## config.mk

```make
export PLATFORM = sky130hd
export DESIGN_NAME = ssp_port
export DESIGN_NICKNAME = d
export VERILOG_FILES = /design/src/rtl/ssp_pkg.sv /design/src/rtl/ssp_sync.sv /design/src/rtl/ssp_baud.sv /design/src/rtl/ssp_engine.sv /design/src/rtl/ssp_regfile.sv /design/src/rtl/ssp_port.sv
export SDC_FILE = /design/constraint.sdc
export NUM_CORES = 1
export LEC_CHECK = 0
export BUFFER_PORTS_ARGS = -buffer_cell sky130_fd_sc_hd__buf_2
export CAP_MARGIN = 5
export CELL_PAD_IN_SITES_DETAIL_PLACEMENT = 0
export CELL_PAD_IN_SITES_GLOBAL_PLACEMENT = 1
export CORE_MARGIN = 2
export CORE_UTILIZATION = 40
export CTS_BUF_LIST = sky130_fd_sc_hd__clkbuf_8
export CTS_CLUSTER_SIZE = 12
export DETAILED_ROUTE_END_ITERATION = 8
export PLACE_DENSITY_LB_ADDON = 0.1
export SYNTH_ARGS = -nofsm -noshare
export SYNTH_HDL_FRONTEND = slang
export SYNTH_SLANG_ARGS = --single-unit
```

## constraint.sdc

```tcl
create_clock -name clk -period 3 [get_ports clk]
set_clock_uncertainty 0.15 [all_clocks]
set_input_delay 0.45 -clock clk [delete_from_list [all_inputs] [get_ports clk]]
set_output_delay 0.45 -clock clk [all_outputs]
set_load 0.01 [all_outputs]
```

## src/rtl/ssp_pkg.sv

```systemverilog
// Shared definitions for the synchronous serial port: register addresses,
// mode codes and the packed control register layout.
package ssp_pkg;

    localparam logic [1:0] ADDR_BUF = 2'd0;
    localparam logic [1:0] ADDR_CTL = 2'd1;
    localparam logic [1:0] ADDR_STA = 2'd2;

    localparam logic [3:0] MODE_MST_D4   = 4'b0000;
    localparam logic [3:0] MODE_MST_D16  = 4'b0001;
    localparam logic [3:0] MODE_MST_D64  = 4'b0010;
    localparam logic [3:0] MODE_MST_TMR  = 4'b0011;
    localparam logic [3:0] MODE_SLV_GATE = 4'b0100;
    localparam logic [3:0] MODE_SLV_FREE = 4'b0101;

    // Control register, bit 7 down to bit 0
    typedef struct packed {
        logic       en;
        logic       cpol;
        logic       ovf;
        logic       wcol;
        logic [3:0] mode;
    } ctl_t;

endpackage

```

## src/rtl/ssp_sync.sv

```systemverilog
// Multi-stage synchronizer for asynchronous pin inputs.
// Assumes STAGES >= 2; all bits reset to 0.
module ssp_sync #(
    parameter int WIDTH  = 3,
    parameter int STAGES = 2
) (
    input  logic             clk,
    input  logic             rst_n,
    input  logic [WIDTH-1:0] d,
    output logic [WIDTH-1:0] q
);
    logic [STAGES-1:0][WIDTH-1:0] stg;

    // shift pin values through the synchronizer chain
    always_ff @(posedge clk) begin
        if (!rst_n) stg <= '0;
        else        stg <= {stg[STAGES-2:0], d};
    end

    assign q = stg[STAGES-1];
endmodule

```

## src/rtl/ssp_baud.sv

```systemverilog
// Master clock tick generator. Produces one tick per SCK half-period:
// HALF_BASE << (STEP_LOG2*sel) system clocks for sel 0..2, or one tick per
// timer pulse for sel 3. Counter holds at zero while run is low, so the
// first tick comes one full half-period after a start.
module ssp_baud #(
    parameter int HALF_BASE = 2,
    parameter int STEP_LOG2 = 2
) (
    input  logic       clk,
    input  logic       rst_n,
    input  logic       run,
    input  logic [1:0] sel,
    input  logic       tmr_tick,
    output logic       tick
);
    localparam int MAX_HALF = HALF_BASE << (2 * STEP_LOG2);
    localparam int CW       = $clog2(MAX_HALF);

    logic [CW-1:0] cnt;
    logic [CW-1:0] lim;

    // select the terminal count for the chosen divider
    always_comb begin
        case (sel)
            2'd0:    lim = CW'(HALF_BASE - 1);
            2'd1:    lim = CW'((HALF_BASE << STEP_LOG2) - 1);
            default: lim = CW'(MAX_HALF - 1);
        endcase
    end

    // count system clocks within a half-period
    always_ff @(posedge clk) begin
        if (!rst_n)                      cnt <= '0;
        else if (!run || sel == 2'd3)    cnt <= '0;
        else if (cnt == lim)             cnt <= '0;
        else                             cnt <= cnt + 1'b1;
    end

    assign tick = run && ((sel == 2'd3) ? tmr_tick : (cnt == lim));
endmodule

```

## src/rtl/ssp_engine.sv

```systemverilog
// Shift engine shared by master and slave roles. Leading edge (away from the
// idle level) shifts the next bit out; trailing edge samples the input bit.
// Assumes slave inputs arrive already synchronized and W is a power of two.
module ssp_engine #(
    parameter int W = 8
) (
    input  logic                 clk,
    input  logic                 rst_n,
    input  logic                 is_mst,
    input  logic                 is_slv,
    input  logic                 gated,
    input  logic                 cpol,
    input  logic                 load,
    input  logic [W-1:0]         load_data,
    input  logic                 tick,
    input  logic                 sck_s,
    input  logic                 ss_s,
    input  logic                 sdi_raw,
    input  logic                 sdi_s,
    output logic                 busy,
    output logic                 sck_q,
    output logic                 sdo_q,
    output logic                 slv_sel,
    output logic                 done,
    output logic [W-1:0]         rx_word,
    output logic [$clog2(W)-1:0] bit_cnt
);
    localparam int CNTW = $clog2(W);

    logic [W-1:0] tx_sr;
    logic [W-1:0] rx_sr;
    logic         sck_prev;
    logic         m_tick, lead, trail, smp, abort;

    // decode edges for either role and pick the sampling source
    always_comb begin
        slv_sel = is_slv && (!gated || !ss_s);
        m_tick  = is_mst && busy && tick;
        lead    = (m_tick && (sck_q == cpol)) ||
                  (slv_sel && (sck_prev == cpol) && (sck_s != cpol));
        trail   = (m_tick && (sck_q != cpol)) ||
                  (slv_sel && (sck_prev != cpol) && (sck_s == cpol));
        smp     = is_mst ? sdi_raw : sdi_s;
        abort   = !(is_mst || slv_sel);
        done    = trail && (bit_cnt == CNTW'(W - 1));
        rx_word = {rx_sr[W-2:0], smp};
    end

    // transfer state: busy flag and bit counter
    always_ff @(posedge clk) begin
        if (!rst_n) begin
            busy    <= 1'b0;
            bit_cnt <= '0;
        end else if (abort) begin
            busy    <= 1'b0;
            bit_cnt <= '0;
        end else if (load && is_mst) begin
            busy    <= 1'b1;
            bit_cnt <= '0;
        end else begin
            if (lead) busy <= 1'b1;
            if (trail) bit_cnt <= done ? '0 : bit_cnt + 1'b1;
            if (done) busy <= 1'b0;
        end
    end

    // data path: transmit shifter, receive shifter, output bit
    always_ff @(posedge clk) begin
        if (!rst_n) begin
            tx_sr <= '0;
            rx_sr <= '0;
            sdo_q <= 1'b0;
        end else begin
            if (load)      tx_sr <= load_data;
            else if (lead) tx_sr <= {tx_sr[W-2:0], 1'b0};
            if (lead)      sdo_q <= tx_sr[W-1];
            if (trail)     rx_sr <= rx_word;
        end
    end

    // master clock level and slave clock history
    always_ff @(posedge clk) begin
        if (!rst_n) begin
            sck_q    <= 1'b0;
            sck_prev <= 1'b0;
        end else begin
            sck_prev <= sck_s;
            if (!(is_mst && busy)) sck_q <= cpol;
            else if (tick)         sck_q <= ~sck_q;
        end
    end
endmodule

```

## src/rtl/ssp_regfile.sv

```systemverilog
// Register bus side: control register, receive buffer, status flags.
// Assumes W >= 8; bus reads are combinational, read side effect only on the
// buffer address. Flag sets win over simultaneous clears.
module ssp_regfile
    import ssp_pkg::*;
#(
    parameter int W = 8
) (
    input  logic         clk,
    input  logic         rst_n,
    input  logic [1:0]   addr,
    input  logic         wr,
    input  logic         rd,
    input  logic [W-1:0] wdata,
    output logic [W-1:0] rdata,
    input  logic         busy,
    input  logic         done,
    input  logic [W-1:0] rx_word,
    output ctl_t         ctl,
    output logic         load,
    output logic [W-1:0] load_data,
    output logic         rx_full,
    output logic         done_flag
);
    logic [W-1:0] rx_buf;
    logic wr_buf, wr_ctl, wr_sta, rd_buf, valid_mode, coll, ovf_set;

    // decode bus strobes and events
    always_comb begin
        wr_buf     = wr && (addr == ADDR_BUF);
        wr_ctl     = wr && (addr == ADDR_CTL);
        wr_sta     = wr && (addr == ADDR_STA);
        rd_buf     = rd && (addr == ADDR_BUF);
        valid_mode = (ctl.mode[3:2] == 2'b00) || (ctl.mode == MODE_SLV_GATE) ||
                     (ctl.mode == MODE_SLV_FREE);
        load       = wr_buf && ctl.en && valid_mode && !busy;
        coll       = wr_buf && ctl.en && busy;
        ovf_set    = done && rx_full;
        load_data  = wdata;
    end

    // control register with sticky error bits
    always_ff @(posedge clk) begin
        if (!rst_n) begin
            ctl <= '0;
        end else if (wr_ctl) begin
            ctl.en   <= wdata[7];
            ctl.cpol <= wdata[6];
            ctl.ovf  <= ovf_set | (ctl.ovf & wdata[5]);
            ctl.wcol <= coll | (ctl.wcol & wdata[4]);
            ctl.mode <= wdata[3:0];
        end else begin
            ctl.ovf  <= ctl.ovf | ovf_set;
            ctl.wcol <= ctl.wcol | coll;
        end
    end

    // receive buffer and status flags
    always_ff @(posedge clk) begin
        if (!rst_n) begin
            rx_buf    <= '0;
            rx_full   <= 1'b0;
            done_flag <= 1'b0;
        end else begin
            if (done && !rx_full) rx_buf <= rx_word;
            rx_full   <= done ? 1'b1 : (rd_buf ? 1'b0 : rx_full);
            done_flag <= done ? 1'b1 : ((wr_sta && wdata[1]) ? 1'b0 : done_flag);
        end
    end

    // read multiplexer
    always_comb begin
        case (addr)
            ADDR_BUF: rdata = rx_buf;
            ADDR_CTL: rdata = W'(ctl);
            ADDR_STA: rdata = W'({done_flag, rx_full});
            default:  rdata = '0;
        endcase
    end
endmodule

```

## src/rtl/ssp_port.sv

```systemverilog
// Top of the synchronous serial port: synchronizes pin inputs, generates the
// master clock, runs the shift engine and exposes the register bus.
// Assumes a single clock domain for the bus; sck_in, ss_n and sdi may be
// asynchronous (slave use). Master sampling uses sdi directly.
module ssp_port
    import ssp_pkg::*;
#(
    parameter int DATA_W    = 8,
    parameter int HALF_BASE = 2,
    parameter int STEP_LOG2 = 2,
    parameter int SYNC_STG  = 2
) (
    input  logic              clk,
    input  logic              rst_n,
    input  logic [1:0]        bus_addr,
    input  logic              bus_wr,
    input  logic              bus_rd,
    input  logic [DATA_W-1:0] bus_wdata,
    output logic [DATA_W-1:0] bus_rdata,
    input  logic              tmr_tick,
    input  logic              sck_in,
    output logic              sck_out,
    output logic              sck_oe,
    input  logic              sdi,
    output logic              sdo,
    output logic              sdo_oe,
    input  logic              ss_n,
    output logic              port_en,
    output logic              irq
);
    localparam int CNTW = $clog2(DATA_W);

    ctl_t              ctl;
    logic [2:0]        pins_s;
    logic              sck_s, ss_s, sdi_s;
    logic              ctl_en, ctl_cpol, ctl_ovf, ctl_wcol;
    logic              is_mst, is_slv, gated, gated_desel;
    logic              load, busy, tick, done_evt, rx_full, done_flag;
    logic              sck_q, sdo_q, slv_sel;
    logic [DATA_W-1:0] load_data, rx_word;
    logic [CNTW-1:0]   bit_cnt;

    ssp_sync #(.WIDTH(3), .STAGES(SYNC_STG)) u_sync (
        .clk   (clk),
        .rst_n (rst_n),
        .d     ({sck_in, ss_n, sdi}),
        .q     (pins_s)
    );

    // role decode from the control register
    always_comb begin
        sck_s       = pins_s[2];
        ss_s        = pins_s[1];
        sdi_s       = pins_s[0];
        ctl_en      = ctl.en;
        ctl_cpol    = ctl.cpol;
        ctl_ovf     = ctl.ovf;
        ctl_wcol    = ctl.wcol;
        is_mst      = ctl.en && (ctl.mode[3:2] == 2'b00);
        is_slv      = ctl.en && ((ctl.mode == MODE_SLV_GATE) || (ctl.mode == MODE_SLV_FREE));
        gated       = (ctl.mode == MODE_SLV_GATE);
        gated_desel = ctl.en && gated && ss_s;
    end

    ssp_baud #(.HALF_BASE(HALF_BASE), .STEP_LOG2(STEP_LOG2)) u_baud (
        .clk      (clk),
        .rst_n    (rst_n),
        .run      (is_mst && busy),
        .sel      (ctl.mode[1:0]),
        .tmr_tick (tmr_tick),
        .tick     (tick)
    );

    ssp_engine #(.W(DATA_W)) u_eng (
        .clk       (clk),
        .rst_n     (rst_n),
        .is_mst    (is_mst),
        .is_slv    (is_slv),
        .gated     (gated),
        .cpol      (ctl.cpol),
        .load      (load),
        .load_data (load_data),
        .tick      (tick),
        .sck_s     (sck_s),
        .ss_s      (ss_s),
        .sdi_raw   (sdi),
        .sdi_s     (sdi_s),
        .busy      (busy),
        .sck_q     (sck_q),
        .sdo_q     (sdo_q),
        .slv_sel   (slv_sel),
        .done      (done_evt),
        .rx_word   (rx_word),
        .bit_cnt   (bit_cnt)
    );

    ssp_regfile #(.W(DATA_W)) u_regs (
        .clk       (clk),
        .rst_n     (rst_n),
        .addr      (bus_addr),
        .wr        (bus_wr),
        .rd        (bus_rd),
        .wdata     (bus_wdata),
        .rdata     (bus_rdata),
        .busy      (busy),
        .done      (done_evt),
        .rx_word   (rx_word),
        .ctl       (ctl),
        .load      (load),
        .load_data (load_data),
        .rx_full   (rx_full),
        .done_flag (done_flag)
    );

    // pin ownership and outputs
    always_comb begin
        sck_out = sck_q;
        sck_oe  = is_mst;
        sdo     = sdo_q;
        sdo_oe  = is_mst || slv_sel;
        port_en = ctl.en;
        irq     = done_flag;
    end
endmodule

```

; ---- Yosys cells after proc, flatten, opt, wreduce, memory -nomap -nowiden
; Cells that the tools add are included.
[totals]
register_bits = 51
word_cells = 109
[op_classes]
addsub = 2
n_eq_ne = 15
mux = 17
bitwise = 9
reduce_logical = 48
[op_table]
columns = cell, count
row1 = logical AND 1 bit, 25
row2 = case mux 8 bit (3 select lines), 1
row3 = 2-to-1 mux 8 bit, 2
row4 = 2-to-1 mux 1 bit, 11
row5 = case mux 5 bit (2 select lines), 1
row6 = == test 4 x 3 -> 1 bit (second input constant), 2
row7 = logical OR 1 bit, 8
row8 = logical NOT 2 bit, 3
row9 = nonzero test 2 bit, 3
row10 = OR reduction 3 bit, 2
row11 = adder 5 x 1 -> 5 bit (second input constant), 1
row12 = == test 5 bit, 1
row13 = logical NOT 1 bit, 5
row14 = == test 2 x 1 -> 1 bit (second input constant), 2
row15 = == test 2 bit (second input constant), 2
row16 = OR 1 bit, 4
row17 = adder 3 x 1 -> 3 bit (second input constant), 1
row18 = == test 1 bit, 3
row19 = == test 3 bit (second input constant), 1
row20 = 2-to-1 mux 3 bit, 1
row21 = != test 1 bit, 3
row22 = NOT 1 bit, 3
row23 = nonzero test 3 bit, 1
row24 = bitwise AND 1 bit, 2
row25 = 3 further kinds, 3

; ---- Longest topological paths before layout
; Gate-level depths: netlist of the first run.
[logic_depth]
ltp_word = 12
mapped_depth = 8
mapped_depth_nobuf = 7

; ---- Hierarchy
; Synthesis of the first run repeated with hierarchy kept, for this count alone.
[unflattened]
cells_unflattened = 277
area_unflattened_um2 = 2514.9
[modules_own_cells]
columns = mod, n_inst, cells_per_inst, area_per_inst_um2, seq_area_each_um2
row1 = ssp_engine, 1, 125, 1089.8, 440.4
row2 = ssp_regfile, 1, 103, 919.6, 360.3
row3 = ssp_baud, 1, 29, 272.8, 100.1
row4 = ssp_sync, 1, 15, 180.2, 120.1
row5 = ssp_port, 1, 5, 52.6, 0.0

; ---- Worst setup path before layout of the first run
; No wires, ideal clock.
[synth_timing]
kind = reg-to-reg
start = register, netlist name u_regs.ctl[1]
end = register u_eng.busy
setup_ns = 0.117
t_arrival_ns = 1.985
required_time_ns = 2.733
slack_ns = 0.747
path_stages_with_launch = 8
synth_period_minus_slack_ns = 2.253
cell_sequence = dfxtp_1 > or4b_4 > a21oi_4 > nor2_2 > o31ai_2 > buf_6 > nand2_4 > a32o_1
[synth_between]
elab_chain_len = 11
word_cells_on_any_way = 34
[synth_lines]
columns = item, line
row1 = == test 2 x 1 -> 1 bit / logical NOT 2 bit (equally long branches), ssp_baud.sv:24  ; case (sel)
row2 = case mux 5 bit (2 select lines), ssp_baud.sv:24
row3 = == test 5 bit, ssp_baud.sv:39  ; assign tick = run && ((sel == 2'd3) ? tmr_tick : (cnt == lim));
row4 = 2-to-1 mux 1 bit, ssp_baud.sv:39
row5 = logical AND 1 bit, ssp_baud.sv:39
row6 = logical AND 1 bit, ssp_engine.sv:38  ; m_tick = is_mst && busy && tick;
row7 = logical AND 1 bit, ssp_engine.sv:41  ; trail = (m_tick && (sck_q != cpol)) ||
row8 = logical OR 1 bit, ssp_engine.sv:41
row9 = logical AND 1 bit, ssp_engine.sv:45  ; done = trail && (bit_cnt == CNTW'(W - 1));
row10 = 2-to-1 mux 1 bit, ssp_engine.sv:63  ; if (done) busy <= 1'b0;
row11 = 2-to-1 mux 1 bit, ssp_engine.sv:57  ; end else if (load && is_mst) begin
row12 = end signal: assignment, ssp_engine.sv:58  ; busy <= 1'b1;
row13 = end signal: assignment, ssp_engine.sv:61  ; if (lead) busy <= 1'b1;
row14 = end signal: assignment, ssp_engine.sv:63
row15 = end: declaration, ssp_engine.sv:20  ; output logic busy,
; Parallel ways exist; a longest one is shown, timed or not.
; A chain may end at the register's enable or synchronous reset.

; ---- Worst setup path after layout of the first run
[layout_timing]
start = register, netlist name u_regs.ctl[1]
end = register u_regs.rx_buf[4]
[layout_between]
elab_chain_len = 10
word_cells_on_any_way = 21
[layout_lines]
columns = item, line
row1 = == test 2 x 1 -> 1 bit / logical NOT 2 bit (equally long branches), ssp_baud.sv:24
row2 = case mux 5 bit (2 select lines), ssp_baud.sv:24
row3 = == test 5 bit, ssp_baud.sv:39
row4 = 2-to-1 mux 1 bit, ssp_baud.sv:39
row5 = logical AND 1 bit, ssp_baud.sv:39
row6 = logical AND 1 bit, ssp_engine.sv:38
row7 = logical AND 1 bit, ssp_engine.sv:41
row8 = logical OR 1 bit (*), ssp_engine.sv:41
row9 = logical AND 1 bit (*), ssp_engine.sv:45
row10 = logical AND 1 bit (*), ssp_regfile.sv:65  ; if (done && !rx_full) rx_buf <= rx_word;
row11 = end signal: assignment, ssp_regfile.sv:65
row12 = end: declaration, ssp_regfile.sv:25  ; logic [W-1:0] rx_buf;
; Every way passes the cells marked *; elsewhere a longest branch is shown, timed or not.

==> reports/metrics.yaml, run 1 <==
finish:
  stdcell_area_sq_um: 2770
  synthToLayoutAreaGrowth_pct: 15.2
  n_fill_cell: 591
  layout-drive-gt1-share_pct: 18.9
  diodes: 0
  nets: 306
  fin_cells: 361
floorplan:
  io_pins: 32
  die_w_um: 81.5
  start_util_pct: 41.1
  die_h_um: 81.5
  die_area_sq_um: 6640
  core_area_sq_um: 5850
  row_count: 28
timing:
  slew_violations: 0
  rsz0062_at_grt: "false"
  relSlewSlack_pct: 62.7
  tns_ns: 0
  setup_viol: 0
  fin_crit_sh_pct: 78.2
  min_period_ns: 2.35
  fmax_ghz: 0.426
  worst_pin_slew_ns: 0.559
  hold_violations: 0
global_routing:
  grt_use_total_pct: 16.6
  grt_pass1_vias: 1719
  grt_pass1_wl_um: 8340
  grt_remaining_overflow: 0
  grt_max_degree: 29
  antenna_found_initial: 0
synthesis:
  synth_cells: 255
  yosysSeqAreaShare_pct: 42.5
  synth_warnings: 0
  avgSynthCellArea_sq_um: 9.42
  syn-num-nets: 276
  syn_area_sq_um: 2400
  ys_ff_latch: 51
  synthDistinctLibCells: 42
status:
  outcome: "finished clean"
drt:
  drc: 0
  vias: 1774
  postRouteAntennaNets: 0
  detail_route.wl_per_cell_um: 13.8
  first_iter_violations: 68
  drtPass1Iterations: 4
  drt_wl_total_um: 4970
  viasPerCell: 4.91
worst_setup_path:
  cp-start-kind: "flop"
  crit_path_max_fanout: 8
  endpoint_kind: "flop"
  crit_type: "flop to flop"
  cp_slowest_cell: "or4b_4"
  worstPathRequired_ns: 3.06
  path_cells: "or4b_4 > a21oi_4 > nor2_2 > o32ai_4 > mux2i_1 > nor2b_1"
  worstReg2RegStart: "u_regs.ctl[1]"
  rr_worst_depth: 6
  r2r_end: "u_regs.rx_buf[4]"
  r2r_setup_slack_ns: 0.65
  critPathArrivalTime_ns: 2.40
  max_stage_delay_ns: 0.57
power_and_ir_drop:
  p_leak_nw: 1.04
  p_sw_share_pct: 21.0
  switchingPower_mw: 0.279
  combPwrFrac_pct: 5.1
  powerDensity_nw_per_um2: 480
  ir_worst_vdd_uv: 256
  seqPwrFrac_pct: 52.1
  pwr-share-clk_pct: 42.7
  p_int_mw: 1.05
clocking:
  root_buffer: "clkbuf_8"
  cts_resized: 0
  clockBufferDepth: 2
  postCtsHoldBufs: 0
  worstSkewPairLatency_ns: 0.31
  cts_tree: "done"
  cts_made_buffers: 5
  cts.sinks: 51
  htree_levels: 2
  clk_pin_slew_ns: 0.09
  post-cts-setup-buffers: 0
min_path:
  whs_endpoint: "u_sync.stg[2]"
  whs_path_depth: 2
  hp-start: "sck_in"
  hold_path_class: "input port to flop"
placement:
  gp_congestion: 0.773
  io_buffers: 31
  placed_cell_area_sq_um: 2630
  placed_cells: 353
  post-dp-hpwl_um: 3620
job:
  max_cap_violations: 0
-- cell families (layout without fill, tap and decap cells) --
logic type	Yosys count	after routing	share of synthesized area [%]
buf+inv	16	47	2.92
fa+ha+maj	3	3	1.56
xor+xnor	5	5	1.82
compound gates	46	46	14.3
flops	51	51	42.5
mux	34	34	14.2
simple gates	100	100	22.8
-- worst max-delay path, delay by kind of cell (launching register included) --
family          cells  cell delay [ns]
simple gates        3             0.73
flops               1             0.38
compound gates      2             0.73
mux                 1             0.24
-- cells in the mapped netlist --
library cell  count  area share (%)
nand2_4           1            0.47
buf_2             2            0.42
or2_2             2            0.52
or4b_4            1            0.57
and3_1            1            0.26
nor2b_1          19             4.9
or3_1             1            0.26
o211a_1           1            0.42
nor2_1           17             2.7
a21boi_0          9             2.8
mux2i_1          34              14
o211ai_1          1            0.31
xor2_1            3             1.1
nand4bb_1         1            0.47
and2_1           11             2.9
nor4bb_1          1            0.42
nor2_2            1            0.26
a31oi_1           1            0.26
o2111ai_1         1            0.36
nand2b_1          4             1.0
a22oi_1           1            0.31
a21oi_4           1            0.68
dfxtp_1          51              43
and4bb_2          1            0.52
a211oi_1          1            0.31
o31a_1            1            0.36
nand2_1          23             3.6
nand3_1          11             2.3
o31ai_2           1            0.52
nand4b_1          1            0.36
nand3b_1          1            0.31
nor3b_1           3            0.94
ha_1              3             1.6
o21ai_0          15             3.1
buf_6             1            0.47
inv_1             3            0.47
clkbuf_1         10             1.6
xnor2_1           2            0.73
o41ai_4           1             1.1
a32o_1            1            0.42
o32ai_4           1             1.1
a21oi_1          10             2.1
-- worst max path at each step --
stage | cells past startpoint | from | end
final | 6 | u_regs.ctl[1] | u_regs.rx_buf[4]
after global routing | 7 | u_regs.ctl[1] | u_eng.tx_sr[7]
after CTS | 6 | u_regs.ctl[1] | u_regs.rx_buf[0]
after detailed placement | 6 | u_regs.ctl[1] | u_regs.rx_buf[0]
after global placement | 6 | u_regs.ctl[1] | u_regs.rx_buf[1]
after floorplan | 7 | u_regs.ctl[1] | u_eng.busy
-- power by group through the flow --
stage,clock network [mW],registers [mW],logic (mW)
after floorplan,0,0.705,0.0441
after global placement,0,0.708,0.0696
after detailed placement,0,0.708,0.0693
after CTS,0.584,0.692,0.0696
after global routing,0.613,0.694,0.0762
final,0.567,0.692,0.0680
-- per-layer routing --
metal  share of wire [%]  global-route usage (%)
met3                 3.2                    5.16
met2                  46                    26.6
met1                  50                    21.6
met5                   0                       0
met4                 1.0                    4.58
-- registers in the layout, summed over array words and instances, names as in the netlist, 3 cells and up --
register,flops
u_baud.cnt,5
u_sync.q,3
u_sync.stg,3
u_regs.ctl,8
u_eng.rx_sr,7
u_eng.bit_cnt,3
u_regs.rx_buf,8
u_eng.tx_sr,8
-- cell usage in the layout (no fill, tap or decap), drive strengths merged, types with 2 or more instances in the layout --
cell / n
dfxtp: 51
buf: 36
mux2i: 34
nand2: 24
nor2b: 19
nor2: 18
o21ai: 15
nand3: 11
and2: 11
a21oi: 11
a21boi: 9
clkbuf: 5
nand2b: 4
nor3b: 3
inv: 3
xor2: 3
ha: 3
xnor2: 2
or2: 2
bufinv: 2
-- area by class of cell --
| cell class | count | area [sq um] | share of cell area [%] |
|---|---|---|---|
| clock inverters | 3 | 67.6 | 2.44 |
| repair buffers | 36 | 193 | 6.97 |
| inverters | 3 | 11.3 | 0.407 |
| clock buffers | 5 | 68.8 | 2.49 |
| multi-input cells | 188 | 1310 | 47.4 |
| well taps | 75 | 93.8 | 3.39 |
| flip-flops and latches | 51 | 1020 | 36.9 |
-- stage by stage --
step / worst slack, ns / hold slack [ns] / utilization, % / power [mW]
after global placement: 0.697 / 0.264 / 45.0 / 0.777
after CTS: 0.623 / 0.180 / 47.3 / 1.35
after detailed placement: 0.638 / 0.269 / 45.0 / 0.777
after floorplan: 0.747 / 0.262 / - / 0.749
after global routing: 0.483 / 0.190 / 47.3 / 1.38
final: 0.653 / 0.184 / 47.3 / 1.33
Note: power is estimated with default switching activity, not from simulation.
==> run 2, diff against run 1 <==
- clock period: 3 -> 2.4 ns (I/O delays scaled with it)
==> run 2 against run 1 <==
Net effect:
- sequential power up 25%
- register-to-register slack worse by 0.54 ns
- wire length is 6.8% higher
- via count is 3.6% higher
- die area stayed put
- power up 18%
- first-iteration DRC count is 16% higher
- cell count rose by 1.7%
- critical path type unchanged
- critical endpoint is now u_eng.tx_sr[4]
- largest power group unchanged
- highest routed layer unchanged
==> reports/metrics.yaml, run 2 (synthesis results as in run 1) <==
status:
  outcome: "finished clean"
finish:
  n_fill_cell: 580  # -1.9%
  diodes: 0  # unchanged
  mostFrequentLayoutCell: "dfxtp_1"
  stdcell_area_sq_um: 2830  # +2.2%
  nets: 312  # +2.0%
  multi_input_area_sq_um: 1320  # +0.76%
  seq_area_sq_um: 1020  # +0.12%
  layout-drive-gt1-share_pct: 21.6  # +2.7 points
  synthToLayoutAreaGrowth_pct: 17.7
  final_cell_mix: "50 x dfxtp_1, 34 x mux2i_1, 32 x buf_2"
  top_regs: "u_eng.tx_sr x8, u_regs.ctl x8, u_regs.rx_buf x8"
power_and_ir_drop:
  p_int_mw: 1.21  # +16%
  powerDensity_nw_per_um2: 555  # +16%
  combPwrFrac_pct: 5.9  # +0.8 points
  pwr-share-clk_pct: 39.1  # -3.6 points
  p_sw_share_pct: 22.8  # +1.8 points
  ir_worst_vdd_uv: 305  # +19%
  switchingPower_mw: 0.359  # +28%
  p_leak_nw: 1.07  # +2.8%
  seqPwrFrac_pct: 55.0  # +2.9 points
worst_setup_path:
  worstPathRequired_ns: 2.43  # -0.63 ns
  crit_path_max_fanout: 4  # -4
  critPathArrivalTime_ns: 2.32  # -0.08 ns
  crit_type: "flop to flop"
  endpoint_kind: "flop"
  cp-start-kind: "flop"
placement:
  gp_congestion: 0.732  # -5.3%
  dp_slack_ns: 0.181  # -0.457 ns
  io_buffers: 31  # unchanged
  placed_cell_area_sq_um: 2690  # +2.4%
  post-dp-hpwl_um: 3810  # +5.3%
global_routing:
  grt_use_met1_pct: 23.3  # +1.7 points
  grt_pass1_wl_um: 8930  # +7.0%
  grt_use_total_pct: 17.6  # +0.95 points
  grtUsageMet3_pct: 3.41  # -1.8 points
  antenna_found_initial: 0  # unchanged
  grt_remaining_overflow: 0  # unchanged
  grt_pass1_vias: 1842  # +7.2%
  grt.met2_usage_pct: 28.9  # +2.4 points
  grt_max_degree: 26  # -10%
  grt-busiest-layer: "met2"
floorplan:
  row_count: 28  # unchanged
  start_util_pct: 41.1  # unchanged
  die_w_um: 81.5  # unchanged
  die_h_um: 81.5  # unchanged
  core_area_sq_um: 5850  # unchanged
  die_area_sq_um: 6640  # unchanged
  io_pins: 32  # unchanged
clocking:
  clockBufferDepth: 2  # unchanged
  worstSkewPairLatency_ns: 0.30  # about the same
  cts_tree: "done"
  cts.sinks: 51  # unchanged
  post-cts-setup-buffers: 0  # unchanged
  cts_made_buffers: 5  # unchanged
  root_buffer: "clkbuf_8"
  htree_levels: 2  # unchanged
  clk_pin_slew_ns: 0.10  # about the same
drt:
  vias: 1837  # +3.6%
  drc: 0  # unchanged
  drt_wl_total_um: 5310  # +6.8%
  detail_route.wl_per_cell_um: 14.5  # +5.1%
  drtPass1Iterations: 4  # unchanged
  postRouteAntennaNets: 0  # unchanged
  first_iter_violations: 79  # +16%
  viasPerCell: 5.01  # +1.9%
timing:
  layout_setup_ws_ns: 0.109  # -0.545 ns
  fmax_ghz: 0.436  # +2.4%
  fin_crit_sh_pct: 95.5  # +17 points
  slew_violations: 0  # unchanged
  relSlewSlack_pct: 71.0  # +8.3 points
  worst_pin_slew_ns: 0.429  # -0.130 ns
  holdWs_ns: 0.109  # -0.0757 ns
  min_period_ns: 2.29  # -0.0551 ns
  setup_viol: 0  # unchanged
  hold_violations: 0  # unchanged
job:
  max_cap_violations: 0  # unchanged
min_path:
  hold_path_class: "input port to flop"
-- run 2: cell types whose count changed in the layout (fill, tap and decap cells not counted), sizes merged --
cell,before,now
inv,3,4
bufinv,2,1
buf,36,42
-- run 2: cell type report --
| cell class | instances | share of cell area, % |
|---|---|---|
| clock buffer | 5 | 2.43 |
| clock inverter | 3 | 1.64 |
| inverter | 3 | 0.398 |
| multi-input combinational | 188 | 46.7 |
| sequential | 51 | 36.2 |
| tap | 75 | 3.32 |
| timing repair buffer | 42 | 9.34 |
-- run 2: repair_timing --
action | in CTS | in global routing
setup endpoints to repair | 0 | 6
hold buffers | 0 | 0
resized for setup | 0 | 5
-- run 2: metal layers --
| layer | up-vias | wire [um] | part of all wire [%] |
|---|---|---|---|
| met1 | 850 | 2640 | 50 |
| met2 | 24 | 2490 | 47 |
| met5 | - | 0 | 0 |
| met3 | 2 | 148 | 2.8 |
| li1 | 961 | - | - |
| met4 | 0 | 33 | 0.62 |
-- run 2: critical path, stage by stage (launching register included) --
cell	delay [ns]
dfxtp_1	0.35
or4b_4	0.53
a21oi_4	0.18
o21ai_0	0.13
a22oi_2	0.30
buf_2	0.23
mux2i_1	0.19
a21oi_1	0.08
-- run 2: path summary, 6_finish.rpt --
check,end,from,cells past startpoint,slack (ns)
max,u_eng.tx_sr[4],u_baud.cnt[3],7,0.11
max reg2reg,u_eng.tx_sr[4],u_baud.cnt[3],7,0.11
min,u_sync.stg[1],ss_n,2,0.11
min reg2reg,u_sync.q[2],u_sync.stg[2],1,0.29
-- run 2: stage by stage --
step                      std cells  setup TNS [ns]  power, mW  utilization [%]
after global routing            367         -0.0178       1.64             48.3
after global placement          358               0      0.976             46.0
final                           367               0       1.57             48.3
after CTS                       366               0       1.59             48.0
after detailed placement        358               0      0.976             46.0
after floorplan                 255               0      0.936                -
-- run 2: power groups by stage --
stage | Combinational [mW] | Sequential (mW) | Clock, mW
after detailed placement | 0.0925 | 0.883 | 0
after global placement | 0.0929 | 0.883 | 0
after global routing | 0.104 | 0.866 | 0.670
final | 0.0931 | 0.864 | 0.614
after CTS | 0.0929 | 0.864 | 0.636
after floorplan | 0.0551 | 0.881 | 0
==> run 3, diff against run 2 <==
- PLACE_DENSITY: default -> 0.82
- PLACE_DENSITY_LB_ADDON: 0.1 -> default
==> run 3 against run 2 <==
Net effect:
- die area did not move
- power fell by 2.0%
- critical endpoint is now u_eng.bit_cnt[2]
- non-clock buffer count fell by 1
- sequential power barely moved
- fmax rose by 3.1%
- utilization fell by 0.49 points
- critical path type unchanged
- largest cell class unchanged
==> reports/metrics.yaml, run 3 (synthesis results as in run 1) <==
status:
  outcome: "finished clean"
drt:
  drtPass1Iterations: 5  # +1
  dr_wl_met2_um: 2220  # -11%
  wl_met3_um: 221  # +49%
  postRouteAntennaNets: 0  # unchanged
  detail_route.wl_per_cell_um: 13.1  # -9.7%
  viasPerCell: 5.00  # -0.16%
  drc: 0  # unchanged
  first_iter_violations: 59  # -25%
  drt_wl_total_um: 4770  # -10%
  vias: 1824  # -0.71%
  top_layer_used: "met4"
  wl_met1_um: 2250  # -15%
floorplan:
  row_count: 28  # unchanged
  io_pins: 32  # unchanged
  die_w_um: 81.5  # unchanged
  start_util_pct: 41.1  # unchanged
  die_area_sq_um: 6640  # unchanged
  core_area_sq_um: 5850  # unchanged
  die_h_um: 81.5  # unchanged
finish:
  utilization_pct: 47.8  # -0.49 points
  fin_cells: 365  # -0.54%
  mostFrequentLayoutCell: "dfxtp_1"
  synthToLayoutAreaGrowth_pct: 16.5
  final_cell_mix: "51 x dfxtp_1, 34 x mux2i_1, 31 x buf_2"
  multi_input_area_sq_um: 1310  # -0.76%
  stdcell_area_sq_um: 2800  # -1.0%
  seq_area_sq_um: 1020  # -0.12%
  top_regs: "u_eng.tx_sr x8, u_regs.ctl x8, u_regs.rx_buf x8"
  nets: 311  # -0.32%
  diodes: 0  # unchanged
  n_fill_cell: 599  # +3.3%
  layout-drive-gt1-share_pct: 20.0  # -1.6 points
timing:
  hold_violations: 0  # unchanged
  min_period_ns: 2.22  # -0.0699 ns
  relSlewSlack_pct: 72.1  # +1.0 points
  holdWs_ns: 0.112  # +0.00295 ns
  rsz0062_at_grt: "false"
  slew_violations: 0  # unchanged
  setup_viol: 0  # unchanged
  tns_ns: 0  # unchanged
  fmax_ghz: 0.450  # +3.1%
  worst_pin_slew_ns: 0.413  # -0.0153 ns
  fin_crit_sh_pct: 92.6  # -2.9 points
clocking:
  cts_resized: 0  # unchanged
  post-cts-setup-buffers: 0  # unchanged
  cts_tree: "done"
  clockBufferDepth: 2  # unchanged
  root_buffer: "clkbuf_8"
  worstSkewPairLatency_ns: 0.31  # about the same
  htree_levels: 2  # unchanged
  clk_pin_slew_ns: 0.09  # about the same
  cts.sinks: 51  # unchanged
  cts_made_buffers: 5  # unchanged
  postCtsHoldBufs: 0  # unchanged
worst_setup_path:
  crit_type: "flop to flop"
  max_stage_delay_ns: 0.53  # about the same
  worstReg2RegStart: "u_baud.cnt[3]"
  endpoint_kind: "flop"
  worstPathRequired_ns: 2.45  # +0.02 ns
  cp-start-kind: "flop"
  critPathArrivalTime_ns: 2.27  # -0.05 ns
  path_cells: "or4b_4 > a21oi_4 > nor2_2 > o31ai_2 > buf_12 > mux2i_1 > nor2_1"
  cp_slowest_cell: "or4b_4"
  crit_path_max_fanout: 12  # +8
  crit_start: "u_baud.cnt[3]"
job:
  max_cap_violations: 0  # unchanged
global_routing:
  grt_use_total_pct: 15.6  # -2.0 points
  grt_pass1_vias: 1660  # -9.9%
  grt_pass1_wl_um: 7850  # -12%
  antenna_found_initial: 0  # unchanged
  grt_max_degree: 29  # +12%
  grt_remaining_overflow: 0  # unchanged
power_and_ir_drop:
  switchingPower_mw: 0.338  # -5.6%
  powerDensity_nw_per_um2: 550  # -1.0%
  p_sw_share_pct: 22.0  # -0.84 points
  pwr-share-clk_pct: 38.1  # -1.0 points
  p_int_mw: 1.20  # -0.96%
  seqPwrFrac_pct: 56.1  # +1.1 points
  p_leak_nw: 1.06  # -1.1%
  combPwrFrac_pct: 5.8  # about the same
  ir_worst_vdd_uv: 350  # +15%
placement:
  placed_cell_area_sq_um: 2690  # unchanged
  gp_congestion: 0.759  # +3.7%
  io_buffers: 31  # unchanged
  placed_cells: 358  # unchanged
  post-dp-hpwl_um: 3600  # -5.5%
min_path:
  hp-start: "ss_n"
  hold_path_class: "input port to flop"
## run 3: cell count changes in the layout (fill, tap and decap cells not counted), sizes merged
cell / delta
inv: -1
buf: -1
## run 3: area by class of cell
class	instances	area share, %
repair buffers	41	9.12
clock buffers	5	2.46
flip-flops and latches	51	36.5
inverters	3	0.402
well taps	75	3.35
clock inverters	2	1.34
multi-input cells	188	46.8
## run 3: path summary, 6_finish.rpt
path | to | depth (start not counted) | slack [ns]
max | u_eng.bit_cnt[2] | 7 | 0.18
min | u_sync.stg[1] | 2 | 0.11
max reg2reg | u_eng.bit_cnt[2] | 7 | 0.18
min reg2reg | u_sync.q[1] | 1 | 0.28
## run 3: per-stage QoR
stage | worst slack (ns) | power, mW
floorplan | 0.147 | 0.936
global placement | 0.229 | 0.972
detailed placement | 0.192 | 0.973
CTS | 0.172 | 1.55
global route | 0.0575 | 1.60
finish | 0.178 | 1.54
## run 3: power by group through the flow
stage               Sequential (mW)  Clock, mW  Combinational (mW)
floorplan                     0.881          0              0.0551
global placement              0.883          0              0.0894
detailed placement            0.883          0              0.0895
CTS                           0.863      0.600              0.0900
global route                  0.865      0.637              0.0983
finish                        0.863      0.587              0.0889
## run 3: worst max-delay path: cells and delay by family, from the launching register on
kind,cells,cell delay (ns)
compound gates,2,0.53
simple gates,3,0.68
mux,1,0.20
flops,1,0.35
buf+inv,1,0.19
## run 3: layer usage
layer  GRT usage [%]  vias up
li1                -      957
met1            20.4      828
met2            24.8       30
met3            3.52        9
met4            6.10        0
met5               0        -
